<file path="src/rtl/ext_irq_pkg.sv">
package ext_irq_pkg;
  typedef enum logic {
    TRIG_LEVEL = 1'b0,
    TRIG_FALL  = 1'b1
  } trig_mode_e;

  function automatic int mode_bit(input int ch);
    return 2 * ch;
  endfunction

  function automatic int flag_bit(input int ch);
    return 2 * ch + 1;
  endfunction
endpackage

</file>
<file path="src/rtl/irq_sync.sv">
module irq_sync #(
  parameter int W      = 2,
  parameter int STAGES = 2
) (
  input  logic         clk,
  input  logic         rst,
  input  logic [W-1:0] d_in,
  output logic [W-1:0] d_out
);
  logic [STAGES-1:0][W-1:0] stage_q;

  always_ff @(posedge clk) begin
    if (rst) stage_q[0] <= '1;
    else     stage_q[0] <= d_in;
  end

  for (genvar s = 1; s < STAGES; s++) begin : g_stage
    always_ff @(posedge clk) begin
      if (rst) stage_q[s] <= '1;
      else     stage_q[s] <= stage_q[s-1];
    end
  end

  assign d_out = stage_q[STAGES-1];
endmodule

</file>
<file path="src/rtl/irq_chan.sv">
module irq_chan
  import ext_irq_pkg::*;
(
  input  logic clk,
  input  logic rst,
  input  logic pin_s,
  input  logic ack,
  input  logic wr_en,
  input  logic wr_mode,
  input  logic wr_flag,
  output logic mode_o,
  output logic flag_o
);
  trig_mode_e mode_q;
  logic       prev_q;
  logic       flag_q;
  logic       edge_hit;

  assign edge_hit = prev_q & ~pin_s;

  always_ff @(posedge clk) begin
    if (rst) begin
      prev_q <= 1'b1;
      mode_q <= TRIG_LEVEL;
    end else begin
      prev_q <= pin_s;
      if (wr_en) mode_q <= trig_mode_e'(wr_mode);
    end
  end

  always_ff @(posedge clk) begin
    if (rst) begin
      flag_q <= 1'b0;
    end else if (mode_q == TRIG_LEVEL) begin
      flag_q <= ~pin_s;
    end else if (edge_hit) begin
      flag_q <= 1'b1;
    end else if (wr_en) begin
      flag_q <= wr_flag;
    end else if (ack) begin
      flag_q <= 1'b0;
    end
  end

  assign mode_o = mode_q;
  assign flag_o = flag_q;


  a_r1_reset_clears: assert property (@(posedge clk)
    rst |=> (!flag_q && mode_q == TRIG_LEVEL));

  a_r3_edge_sets: assert property (@(posedge clk) disable iff (rst)
    (mode_q == TRIG_FALL && edge_hit) |=> flag_q);

  a_r5_ack_clears: assert property (@(posedge clk) disable iff (rst)
    (mode_q == TRIG_FALL && ack && !edge_hit && !wr_en) |=> !flag_q);

  a_r7_set_over_ack: assert property (@(posedge clk) disable iff (rst)
    (mode_q == TRIG_FALL && ack && edge_hit) |=> flag_q);

  a_r9_write_over_ack: assert property (@(posedge clk) disable iff (rst)
    (mode_q == TRIG_FALL && ack && wr_en && !edge_hit) |=> (flag_q == $past(wr_flag)));
endmodule

</file>
<file path="src/rtl/ext_irq_ctrl.sv">
module ext_irq_ctrl
  import ext_irq_pkg::*;
#(
  parameter int N_CH        = 2,
  parameter int DW          = 8,
  parameter int SYNC_STAGES = 2
) (
  input  logic            clk,
  input  logic            rst,
  input  logic [N_CH-1:0] pin_n,
  input  logic [N_CH-1:0] ack,
  input  logic            wr_en,
  input  logic [DW-1:0]   wr_data,
  output logic [DW-1:0]   rd_data,
  output logic [N_CH-1:0] irq_req
);
  localparam int NIB = 2 * N_CH;

  logic [N_CH-1:0] pin_s;
  logic [N_CH-1:0] mode_v;
  logic [N_CH-1:0] flag_v;
  logic [NIB-1:0]  ctrl_v;

  irq_sync #(.W(N_CH), .STAGES(SYNC_STAGES)) u_sync (
    .clk   (clk),
    .rst   (rst),
    .d_in  (pin_n),
    .d_out (pin_s)
  );

  for (genvar c = 0; c < N_CH; c++) begin : g_ch
    irq_chan u_chan (
      .clk     (clk),
      .rst     (rst),
      .pin_s   (pin_s[c]),
      .ack     (ack[c]),
      .wr_en   (wr_en),
      .wr_mode (wr_data[mode_bit(c)]),
      .wr_flag (wr_data[flag_bit(c)]),
      .mode_o  (mode_v[c]),
      .flag_o  (flag_v[c])
    );
    assign ctrl_v[mode_bit(c)] = mode_v[c];
    assign ctrl_v[flag_bit(c)] = flag_v[c];
  end

  if (DW > NIB) begin : g_pad
    assign rd_data = {{(DW-NIB){1'b0}}, ctrl_v};
  end else begin : g_nopad
    assign rd_data = ctrl_v[DW-1:0];
  end

  assign irq_req = flag_v;

  // Cycles since reset, saturating; used only to keep the delay check clear of reset.
  logic [1:0] age_q;
  always_ff @(posedge clk) begin
    if (rst)              age_q <= '0;
    else if (age_q != 2'd3) age_q <= age_q + 2'd1;
  end

  for (genvar c = 0; c < N_CH; c++) begin : g_chk

    a_r6_level_tracks_pin: assert property (@(posedge clk) disable iff (rst)
      (age_q == 2'd3 && !$past(mode_v[c])) |-> (irq_req[c] == !$past(pin_n[c], 3)));
  end


  a_r2_upper_zero: assert property (@(posedge clk) disable iff (rst)
    (rd_data >> NIB) == '0);
endmodule

</file>
<file path="config.mk">
export PLATFORM = sky130hd
export DESIGN_NAME = ext_irq_ctrl
export DESIGN_NICKNAME = d
export VERILOG_FILES = /design/src/rtl/ext_irq_pkg.sv /design/src/rtl/irq_sync.sv /design/src/rtl/irq_chan.sv /design/src/rtl/ext_irq_ctrl.sv
export SDC_FILE = /design/constraint.sdc
export NUM_CORES = 1
export LEC_CHECK = 0
export ABC_AREA = 1
export BUFFER_PORTS_ARGS = -buffer_cell sky130_fd_sc_hd__buf_2
export CAP_MARGIN = 5
export CORE_UTILIZATION = 30
export DETAILED_ROUTE_END_ITERATION = 6
export REMOVE_ABC_BUFFERS = 1
export SYNTH_ARGS = -nofsm -noshare
export SYNTH_HDL_FRONTEND = slang
export SYNTH_HIERARCHICAL = 1
export SYNTH_SLANG_ARGS = --single-unit
export TNS_END_PERCENT = 30
</file>
<file path="constraint.sdc">
create_clock -name clk -period 1.5 [get_ports clk]
set_input_delay 0.075 -clock clk [delete_from_list [all_inputs] [get_ports clk]]
set_output_delay 0.075 -clock clk [all_outputs]
set_load 0.02 [all_outputs]
</file>
==> impl_metrics.csv <==
group,metric,value,unit
timing,setup_violations,0,
place,hpwl,524,um
power_and_ir_drop,clkPwrFrac,40.6,%
grt,grt_max_degree,9,
setup_path,startpoint_type,"flip-flop",
timing,skew,0.00316,ns
finish,diodes,0,
setup_path,cp.arrival,0.86,ns
power_and_ir_drop,vdd_drop_max,0.522,mV
setup_path,cp_top_family,"flip-flops",
synthesis,synthCells,60,
setup_path,crit_path_cell_trace,"buf_2",
synthesis,ys_seq_elements,10,
setup_path,crit_fanout,5,
finish,drive_above_1_share,33.8,%
timing,hold_violations,0,
floorplanning,floorplan.die.width,40.5,um
synthesis,ys_warn_count,6,
clock_tree,clock-sinks,10,
clock_tree,clockRootBuffer,"clkbuf_4",
finish,n_fill_cell,136,
drt,wirelength,713,um
timing,rsz0062_at_grt,"no",
clock_tree,clk_pin_slew_worst_paths,0.07,ns
setup_path,worstSetupEndpointType,"output port",
grt,grt_pass1_wl,917,um
power_and_ir_drop,total_leakage_power,0.323,nW
finish,area_growth,23.9,%
grt,antenna_found_initial,0,
grt,grt_use_total,9.70,%
timing,final.min_clock_period,0.936,ns
run_status,status,"finished clean",
drt,ant_nets,0,
drt,dr_total_vias,366,
clock_tree,cts_resized,0,
synthesis,netlist_top_cells_area,"dfxtp_1 (45%), buf_4 (13%), nand2_1 (13%), inv_1 (10%), a21oi_2 (3.9%)",
power_and_ir_drop,netSwitchingFraction,24.0,%
grt,grt-ovfl-total,0,
floorplanning,io_pins,25,
setup_path,worst_path_max_delay_cell,"dfxtp_1",
clock_tree,cts_tree,"yes",
drt,remaining_drc_errors,0,
power_and_ir_drop,power.density,1080,nW/um2
synthesis,yosysSeqAreaShare,44.9,%
synthesis,synth.distinct_cells,13,
clock_tree,ctsHtreeMaxLevel,1,
floorplanning,rows,13,
floorplanning,start_util,33.4,%
drt,wl_per_cell,7.75,um
setup_path,crit_required,1.42,ns
timing,final_max_slew_viol_count,0,
place,gp_congestion,0.566,
timing,fmax,1.07,GHz
synthesis,syn_area,445,um2
clock_tree,clk_latency,0.27,ns
timing,setup_tns,0,ns
floorplanning,die_height,40.5,um
timing,finalCritPeriodShare,62.4,%
synthesis,avgSynthCellArea,7.42,um2
grt,grt_pass1_vias,238,
place,io_buffers,16,
setup_path,setup.worst_path.class,"reg -> out",
finish,nets,93,
setup_path,critPathBufInv,1,
timing,fin_ws,0.564,ns
synthesis,yosysTopAreaCellShare,44.9,%
setup_path,max_stage_delay,0.40,ns
power_and_ir_drop,p_int,451,uW
place,dp_slack,0.716,ns
power_and_ir_drop,combPwrFrac,11.5,%
drt,via_per_inst,3.98,
floorplanning,core,1330,um2
drt,drtIter0Drc,5,
floorplanning,dieArea,1640,um2
clock_tree,cts-buffers-inserted,3,
power_and_ir_drop,pwr-share-seq,47.8,%
power_and_ir_drop,p_sw,142,uW
hold_path,hold_class,"in -> reg",
place,placed_area,495,um2
drt,first_pass_iters,2,
finish,final_cell_area,552,um2
run,max-cap-violations,0,
clock_tree,clk_path_buf_depth,2,
synthesis,yosys.area.top_type,"dfxtp_1",
-- metrics by stage --
stage / total power [mW] / std cells / util (%) / hold slack [ns]
floorplan: 0.327 / 55 / - / 0.137
global placement: 0.353 / 86 / 37.1 / 0.252
detailed placement: 0.355 / 86 / 37.1 / 0.261
CTS: 0.603 / 92 / 41.4 / 0.0411
global route: 0.632 / 92 / 41.4 / 0.0419
finish: 0.594 / 92 / 41.4 / 0.0505
-- what timing repair did --
action | 4_1_cts | 5_1_grt
hold buffers | 2 | 0
endpoints found under the setup margin | 0 | 0
endpoints found under the hold margin | 2 | 0
setup buffers | 0 | 0
-- metal layers --
metal	vias up	track usage [%]	share of wire (%)
li1	199	-	-
met1	153	9.00	45
met2	14	13.5	47
met3	0	10.0	8.4
met4	0	5.00	0
met5	-	0	0
-- power by group through the flow --
stage	registers [mW]	clock network [mW]	logic, mW
after floorplan	0.298	0	0.0289
after global placement	0.290	0	0.0638
after detailed placement	0.290	0	0.0650
after CTS	0.284	0.250	0.0691
after global routing	0.285	0.271	0.0764
final	0.284	0.241	0.0684
-- sequential cells by signal, indices dropped and copies added, names as in the netlist --
register,cells
u_sync/d_out,2
g_ch.u_chan/mode_o,2
u_sync/stage_q,2
g_ch.u_chan/prev_q,2
g_ch.u_chan/flag_o,2
-- layout by cell type (no fill, tap or decap) --
cell	synthesis	final
buf_2	0	16
nand2_1	15	15
inv_1	12	12
dfxtp_1	10	10
conb_1	1	4
clkbuf_4	0	3
nor2_1	2	2
nand4_1	2	2
nand3_1	2	2
a21oi_2	2	2
a21oi_1	2	2
or2_2	2	2
dlygate4sd3_1	0	2
clkbuf_8	0	1
inv_2	1	1
nand2_2	1	1
-- synth_stat cells (all sizes together) --
library cell and instances:
a21oi 4, conb 1, or2 2, nor2 2, inv 13, buf 8, nand3 2, nand2 16
dfxtp 10, nand4 2
-- cells by family after synthesis --
logic type,Yosys count,share of synthesized area (%)
other,1,0.842
and+or+nand+nor,24,23.6
DFF,10,44.9
AOI/OAI and AO/OA,4,6.18
buffers and inverters,21,24.4
-- final timing paths --
check,from,to,slack [ns],depth (start not counted)
max,g_ch[1].u_chan/mode_o,rd_data[2],0.56,1
min,wr_data[0],g_ch[0].u_chan/mode_o,0.05,3
max reg2reg,g_ch[0].u_chan/mode_o,g_ch[0].u_chan/flag_o,0.71,5
min reg2reg,u_sync/stage_q[1],u_sync/d_out[1],0.41,2
-- area by class of cell --
cell class	count	area (um2)	area share [%]
clock buffers	4	36.3	6.58
multi-input cells	32	148	26.8
repair buffers	18	100	18.1
flip-flops and latches	10	200	36.3
well taps	15	18.8	3.40
inverters	13	48.8	8.84
Note: power is estimated with default switching activity, not from simulation.
